`src/rtl/cs_flag_pkg.sv`:
```
package cs_flag_pkg;

  localparam int unsigned B0_BITS = 8;

  typedef struct packed {
    logic pro;
    logic emph;
    logic nonaud;
  } cs_flags_t;

  // Decode the first status byte; the emphasis field moves with the format bit
  function automatic cs_flags_t decode_b0(input logic [B0_BITS-1:0] b);
    cs_flags_t f;
    f.pro    = b[0];
    f.nonaud = b[1];
    if (b[0]) f.emph = b[2] & b[3] & ~b[4];
    else      f.emph = b[3] & ~b[4] & ~b[5];
    return f;
  endfunction

endpackage

```
`src/rtl/cs_serial_out.sv`:
```
module cs_serial_out (
  input  logic clk,
  input  logic rst_n,
  input  logic sub_stb,
  input  logic cs_in,
  input  logic ub_in,
  output logic cs_ser,
  output logic ub_ser
);
  always_ff @(posedge clk or negedge rst_n) begin
    if (!rst_n) begin
      cs_ser <= 1'b0;
      ub_ser <= 1'b0;
    end else if (sub_stb) begin
      cs_ser <= cs_in;
      ub_ser <= ub_in;
    end
  end
endmodule

```
`src/rtl/cs_frame_ctr.sv`:
```
module cs_frame_ctr #(
  parameter int unsigned BLK_FRAMES = 192,
  parameter int unsigned WIN_FRAMES = 32,
  parameter int unsigned FW         = $clog2(BLK_FRAMES)
) (
  input  logic          clk,
  input  logic          rst_n,
  input  logic          left_stb,
  input  logic          b_pre,
  output logic [FW-1:0] frame_idx,
  output logic          frame_vld,
  output logic          wrap_evt,
  output logic          blk_win,
  output logic          sync_err
);
  logic [FW-1:0] cnt_q;
  logic          synced_q;
  logic          at_end;

  assign at_end    = (cnt_q == FW'(BLK_FRAMES - 1));
  assign frame_vld = left_stb && (b_pre || synced_q);
  assign wrap_evt  = left_stb && !b_pre && synced_q && at_end;
  assign frame_idx = (b_pre || at_end || !synced_q) ? '0 : cnt_q + 1'b1;

  always_ff @(posedge clk or negedge rst_n) begin
    if (!rst_n) begin
      cnt_q    <= '0;
      synced_q <= 1'b0;
      blk_win  <= 1'b0;
      sync_err <= 1'b0;
    end else begin
      if (frame_vld) begin
        cnt_q    <= frame_idx;
        synced_q <= 1'b1;
        blk_win  <= (frame_idx < FW'(WIN_FRAMES));
      end
      if (wrap_evt) sync_err <= 1'b1;
    end
  end
endmodule

```
`src/rtl/cs_byte0_dec.sv`:
```
module cs_byte0_dec
  import cs_flag_pkg::*;
#(
  parameter int unsigned FW = 8
) (
  input  logic          clk,
  input  logic          rst_n,
  input  logic          frame_vld,
  input  logic [FW-1:0] frame_idx,
  input  logic          cs_bit,
  output logic          b0_done,
  output cs_flags_t     flags
);
  logic [B0_BITS-2:0] low_bits;

  assign b0_done = frame_vld && (frame_idx == FW'(B0_BITS - 1));

  for (genvar gi = 0; gi < B0_BITS - 1; gi++) begin : g_cap
    always_ff @(posedge clk or negedge rst_n) begin
      if (!rst_n)                                   low_bits[gi] <= 1'b0;
      else if (frame_vld && frame_idx == FW'(gi))   low_bits[gi] <= cs_bit;
    end
  end

  always_ff @(posedge clk or negedge rst_n) begin
    if (!rst_n)       flags <= '0;
    else if (b0_done) flags <= decode_b0({cs_bit, low_bits});
  end
endmodule

```
`src/rtl/cs_flag_extract.sv`:
```
module cs_flag_extract
  import cs_flag_pkg::*;
#(
  parameter int unsigned BLK_FRAMES = 192,
  parameter int unsigned WIN_FRAMES = 32
) (
  input  logic clk,
  input  logic rst_n,
  input  logic sub_stb,
  input  logic sub_right,
  input  logic b_pre,
  input  logic cs_in,
  input  logic ub_in,
  output logic cs_ser,
  output logic ub_ser,
  output logic blk_win,
  output logic pro_mode,
  output logic emph_flag,
  output logic nonaudio_flag,
  output logic sync_err
);
  localparam int unsigned FW = $clog2(BLK_FRAMES);

  logic          left_stb;
  logic          frame_vld;
  logic          wrap_evt;
  logic          b0_done;
  logic [FW-1:0] frame_idx;
  cs_flags_t     flags;

  assign left_stb = sub_stb && !sub_right;

  cs_serial_out u_ser (
    .clk(clk), .rst_n(rst_n), .sub_stb(sub_stb),
    .cs_in(cs_in), .ub_in(ub_in), .cs_ser(cs_ser), .ub_ser(ub_ser)
  );

  cs_frame_ctr #(.BLK_FRAMES(BLK_FRAMES), .WIN_FRAMES(WIN_FRAMES), .FW(FW)) u_ctr (
    .clk(clk), .rst_n(rst_n), .left_stb(left_stb), .b_pre(b_pre),
    .frame_idx(frame_idx), .frame_vld(frame_vld), .wrap_evt(wrap_evt),
    .blk_win(blk_win), .sync_err(sync_err)
  );

  cs_byte0_dec #(.FW(FW)) u_dec (
    .clk(clk), .rst_n(rst_n), .frame_vld(frame_vld), .frame_idx(frame_idx),
    .cs_bit(cs_in), .b0_done(b0_done), .flags(flags)
  );

  assign pro_mode      = flags.pro;
  assign emph_flag     = flags.emph;
  assign nonaudio_flag = flags.nonaud;
endmodule

```
`config.mk`:
```
export PLATFORM = sky130hd
export DESIGN_NAME = cs_flag_extract
export DESIGN_NICKNAME = d
export VERILOG_FILES = /design/src/rtl/cs_flag_pkg.sv /design/src/rtl/cs_serial_out.sv /design/src/rtl/cs_frame_ctr.sv /design/src/rtl/cs_byte0_dec.sv /design/src/rtl/cs_flag_extract.sv
export SDC_FILE = /design/constraint.sdc
export NUM_CORES = 1
export LEC_CHECK = 0
export BUFFER_PORTS_ARGS = -buffer_cell sky130_fd_sc_hd__buf_4
export CORE_ASPECT_RATIO = 0.75
export CORE_UTILIZATION = 35
export CTS_BUF_LIST = sky130_fd_sc_hd__clkbuf_4 sky130_fd_sc_hd__clkbuf_8
export DETAILED_ROUTE_END_ITERATION = 7
export SYNTH_ARGS = -nofsm -noshare
export SYNTH_HDL_FRONTEND = slang
export SYNTH_SLANG_ARGS = --single-unit
```
`constraint.sdc`:
```
create_clock -name clk -period 4.6 [get_ports clk]
set_input_delay 0.69 -clock clk [delete_from_list [all_inputs] [get_ports clk]]
set_output_delay 0.69 -clock clk [all_outputs]
set_load 0.02 [all_outputs]
```
* Word-level counts from Yosys, hierarchy flattened *
Cells that the tools add are included.

cells by class
  muxes and demuxes = 2
  $mul = 0
  divide/modulo/power cells = 0
  $lt $le $gt $ge = 1
  $add $sub $neg = 1
  bitwise logic cells = 6
  reductions and logical operators = 19
  shifts and indexed selects = 0
  equality and inequality tests = 7

operators by type and width
  operator             count
  $eq 8x3->1 const B   3
  $eq 8x2->1 const B   2
  $logic_and 1x1->1    12
  $add 8x1->8 const B  1
  $eq 8x1->1 const B   1
  $eq 8x8->1 const B   1
  $logic_not 8->1      1
  $lt 8x6->1 const B   1
  $mux 8               1
  $and 1x1->1          4
  $logic_not 1->1      3
  $logic_or 1x1->1     3
  $not 1->1            2
  $mux 1               1

storage, ports and cells
  memory bits (writable) = 0
  memory bits (read-only) = 0
  memories kept = 0
  flip-flop bits (word level) = 22
  logic and storage cells = 51
  input port bits = 7
  latch bits = 0

* Depth between registers and ports, before layout *
  word-level depth = 6
  gate-level depth with buffers = 8

* Hierarchy *
A second synthesis with hierarchy kept.

second synthesis, totals
  cell total of the unflattened synthesis = 109
  area, all modules = 1182.4 um^2

modules (own cells, without submodules)
  module           instances  cells an instance  area an instance (um^2)  seq. area each (um^2)
  cs_frame_ctr     1          68                 640.6                    275.3
  cs_byte0_dec     1          36                 455.4                    225.2
  cs_serial_out    1          4                  72.6                     50.0
  cs_flag_extract  1          1                  13.8                     0.0

* Worst setup path after synthesis *
Ideal clock, no wire load.

  path kind = input -> register
  start = input b_pre
  end = register u_dec.low_bits[1]
  setup time = 0.128 ns
  cell stages on the path = 5
  arrival time = 2.052 ns
  setup slack = 2.421 ns
  required time = 4.472 ns
  path buffers = 0
  cell sequence = nand2b_2 -> nand2b_1 -> or3_1 -> nor4_1 -> mux2_1

between the ends
  longest elaborated chain between the ends = 5
  elaborated cells between the ends (all ways) = 7
  those cells by class = eq/ne: 1; mux: 1; reduce/logical: 5

ends and longest elaborated chain
  element                          line                   text
  from (decl)                      cs_flag_extract.sv:11  input logic b_pre,
  $logic_or 1x1->1 (2 in series)   cs_frame_ctr.sv:23     assign frame_idx = (b_pre || at_end || !synced_q) ? '0 : cnt_q + 1'b1;
  $mux 8                           cs_frame_ctr.sv:23
  $eq 8x1->1                       cs_byte0_dec.sv:21     else if (frame_vld && frame_idx == FW'(gi)) low_bits[gi] <= cs_bit;
  $logic_and 1x1->1 (*)            cs_byte0_dec.sv:21
  to (signal, indexed assignment)  cs_byte0_dec.sv:21
  to (decl)                        cs_byte0_dec.sv:14     logic [B0_BITS-2:0] low_bits;

Mark *: on every way between the ends. The rest lies on a longest branch, timed or not.
A chain may end at the register's enable or synchronous reset.

* Worst setup path in the final report *
  start = register u_ctr.cnt_q[0]
  end = register u_dec.low_bits[3]

between the ends
  longest elaborated chain between the ends = 6
  elaborated cells between the ends (all ways) = 7
  those cells by class = add/sub: 1; eq/ne: 2; mux: 1; reduce/logical: 3

ends and longest elaborated chain
  element                                              line                text
  from (decl)                                          cs_frame_ctr.sv:16  logic [FW-1:0] cnt_q;
  from (signal assigned)                               cs_frame_ctr.sv:33  cnt_q <= frame_idx;
  branches (longest 3 deep; another with $add 8x1->8)  --
  $mux 8 (*)                                           cs_frame_ctr.sv:23
  $eq 8x2->1 (*)                                       cs_byte0_dec.sv:21
  $logic_and 1x1->1 (*)                                cs_byte0_dec.sv:21

Every way passes the cells marked *.

==> reports/metrics.yaml <==
outcome:
  status: "finished, final reports clean"
setup_path:
  r2r_end: "u_dec.low_bits[3]$_DFFE_PN0P_"
  crit_required_ps: 4760
  crit_path_max_fanout: 12
  regToRegStartpoint: "u_ctr.cnt_q[0]$_DFFE_PN0P_"
  cpMaxStageDelayCell: "dfrtp_1"
  worstPathCellList: "ha_1 -> nand3_2 -> xor2_1 -> nor2_1 -> nor4_4 -> nor2b_1 -> mux2_1"
  criticalPathCategory: "register to register"
  path_buf_inv: 0
  cp-end-kind: "register"
  crit_path_max_incr_delay_ps: 590
  r2r_cells: 7
  critPathLaunchType: "register"
  crit_arrival_ps: 2750
  cp_top_family: "simple AND/OR/NAND/NOR gates"
  r2r_setup_slack_ps: 2010
cts:
  cts.repair.resized: 0
  clock_sinks: 22
  cts_buffers: 3
  worstSkewPairLatency_ps: 270
  cts_htree_levels: 1
  cts_tree: "done"
  ctsRootBufferMaster: "clkbuf_8"
  clkSlewWorstSetupHoldPaths_ps: 90
  cts_hold_buf: 0
  cts_setup_buffers: 0
  clockBufferDepth: 2
global_route:
  grt_usage: 0.1472
  antenna_found_initial: 0
  grt_pass1_wl_um: 4595
  grt_max_degree: 23
  grt_overflow: 0
  grt_pass1_vias: 1006
pwr:
  leakage_nw: 0.6372
  total_power_w: 0.0005249
  power_density_mw_per_mm2: 342.5
  ir_worst_vdd_mv: 0.1456
timing:
  hold_viol_final: 0
  fmax_ghz: 0.3868
  setup_viol: 0
  tightest_slew_ps: 447.3
  min_period_ps: 2585
  maxSlewViolCount: 0
  clock_skew_ps: 3.060
  rsz0062_at_grt: "no"
  fin_setup_tns_ps: 0
  worst_slack_ps: 2015
  slew_headroom: 0.7018
  min_period_over_period: 0.5620
cells_and_area:
  syn_to_final_growth_pct: 13.95
  drive_above_1_share: 0.2929
  antenna_cells: 0
  regArea_um2: 550.5
  stdcell_area_mm2: 0.001533
  nNetsFinal: 149
  multi_input_area_um2: 737.0
  fillers: 361
logic_synthesis:
  ys_types: 48
  syn-cell-area_mm2: 0.001345
  synth_nets: 137
  synth_top_area_frac: 0.4093
  synth_cells: 129
  ys_top_cells_by_area: "dfrtp_1 41%, o21ai_0 4.5%, nand2_1 4.2%"
  synth.yosys.seq_area_share: 0.4093
  synth_largest_area_cell: "dfrtp_1"
  ys_warn_count: 0
  synth-seq-cells: 22
  synth_area_per_cell_um2: 10.43
worst_hold_path:
  hold_path.class: "input pin to asynchronous set/reset pin"
floorplanning:
  die_x_um: 73.58
  die_h_um: 55.69
  initial_core_util: 0.3674
  num_rows: 19
  core-area_mm2: 0.003661
  io_pins: 14
  die_area_mm2: 0.004097
detailed_routing:
  wl_um: 2600
  first_pass_iters: 4
  avgRoutedWirePerCell_um: 13.54
  detail-route-antenna-nets: 0
  drcViolationCount: 0
  vias_per_cell: 5.047
  initialDrtViolationCount: 24
  vias: 969
place:
  io_buffers: 13
  placed_cell_area_mm2: 0.001461
  gp_congestion: 0.8676
  place_ws_ps: 2043
  dpl.hpwl_um: 1849
job:
  cap_viol_max_count: 0
==> metal layers <==
metal | vias up | wire (µm) | part of all wire | global-route usage
met2 | 17 | 1179 | 0.45 | 0.2163
met3 | 5 | 79 | 0.030 | 0.03261
met5 | - | 0 | 0 | 0
li1 | 480 | - | - | -
met4 | 0 | 62 | 0.024 | 0.09066
met1 | 467 | 1278 | 0.49 | 0.1954
==> power by group <==
part           internal (W)  leakage [nW]   total, W  switching (W)
Sequential         0.000220         0.286   0.000244      0.0000242
Clock              0.000117        0.0357   0.000187      0.0000707
Combinational     0.0000474         0.316  0.0000938      0.0000464
==> area by class of cell <==
cell class | count | area share
Clock inverter | 1 | 0.01959
Clock buffer | 3 | 0.02694
Sequential cell | 22 | 0.3592
Multi-Input combinational cell | 99 | 0.4808
Timing Repair Buffer | 14 | 0.06857
Inverter | 1 | 0.002449
Tap cell | 52 | 0.04245
==> sequential cells by signal, summed over array words and instances, names as in the netlist <==
name            flops
u_ctr.cnt_q         8
u_dec.low_bits      6
u_dec.flags         3
u_ctr.blk_win       1
u_ctr.sync_err      1
u_ctr.synced_q      1
u_ser.cs_ser        1
u_ser.ub_ser        1
==> worst max-delay path by stage <==
| stage | start | end | slack (ps) | cells past startpoint |
|---|---|---|---|---|
| 2_1_floorplan | b_pre | u_dec.low_bits[1]$_DFFE_PN0P_ | 2420 | 5 |
| 3_3_place_gp | u_ctr.cnt_q[0]$_DFFE_PN0P_ | u_dec.low_bits[0]$_DFFE_PN0P_ | 2060 | 7 |
| 3_5_place_dp | u_ctr.cnt_q[0]$_DFFE_PN0P_ | u_dec.low_bits[3]$_DFFE_PN0P_ | 2040 | 7 |
| 4_1_cts | u_ctr.cnt_q[0]$_DFFE_PN0P_ | u_dec.low_bits[3]$_DFFE_PN0P_ | 2020 | 7 |
| 5_1_grt | u_ctr.cnt_q[0]$_DFFE_PN0P_ | u_dec.low_bits[3]$_DFFE_PN0P_ | 1810 | 7 |
| 6_report | u_ctr.cnt_q[0]$_DFFE_PN0P_ | u_dec.low_bits[3]$_DFFE_PN0P_ | 2010 | 7 |
==> cells in the mapped netlist (all sizes together) <==
| cell type | count |
|---|---|
| and4 | 1 |
| xor2 | 1 |
| o31ai | 4 |
| nor2b | 5 |
| o211ai | 1 |
| ha | 1 |
| a21o | 2 |
| nand4 | 1 |
| nor3 | 2 |
| o22a | 1 |
| buf | 6 |
| nor2 | 10 |
| nand3 | 3 |
| dfrtp | 22 |
| inv | 1 |
| clkbuf | 1 |
| nor3b | 1 |
| a21oi | 4 |
| nand2b | 4 |
| and2 | 1 |
| or2 | 2 |
| nor4 | 3 |
| nand4b | 1 |
| o22ai | 2 |
| o21ai | 14 |
| nand3b | 2 |
| o21ba | 2 |
| mux2 | 11 |
| xnor2 | 1 |
| or3 | 1 |
| nand2 | 15 |
| mux2i | 3 |
==> placed cells by master (no fill, tap or decap), drive strengths merged, types with 2 or more instances in the layout <==
cell / netlist / final
dfrtp: 22 / 22
nor3: 2 / 2
nor2b: 5 / 5
a21o: 2 / 2
mux2i: 3 / 3
a21oi: 4 / 4
o21ai: 14 / 14
nor4: 3 / 3
nor2: 10 / 10
nand2b: 4 / 4
or2: 2 / 2
buf: 6 / 14
nand2: 15 / 15
nand3: 3 / 3
clkbuf: 1 / 3
o22ai: 2 / 2
o21ba: 2 / 2
mux2: 11 / 11
o31ai: 4 / 4
nand3b: 2 / 2
==> stage by stage <==
stage | cells | hold WS (ps) | utilization
5_1_grt | 192 | 307.6 | 0.4187
4_1_cts | 192 | 304.3 | 0.4187
2_1_floorplan | 129 | 394.4 | -
6_report | 192 | 293.8 | 0.4187
3_3_place_gp | 188 | 445.2 | 0.3992
3_5_place_dp | 188 | 455.2 | 0.3992
==> cell families (layout without fill, tap and decap cells) <==
| family | after synthesis | after routing | share of synthesized area |
|---|---|---|---|
| AO/OA/AOI/OAI | 30 | 30 | 0.1479 |
| XOR/XNOR | 2 | 2 | 0.01303 |
| adder cells (fa/ha/maj) | 1 | 1 | 0.009301 |
| buffers and inverters | 8 | 19 | 0.04278 |
| flip-flops | 22 | 22 | 0.4093 |
| multiplexers | 14 | 14 | 0.1321 |
| AND/OR/NAND/NOR | 52 | 52 | 0.2456 |
Power figures use the tool's default switching activity.
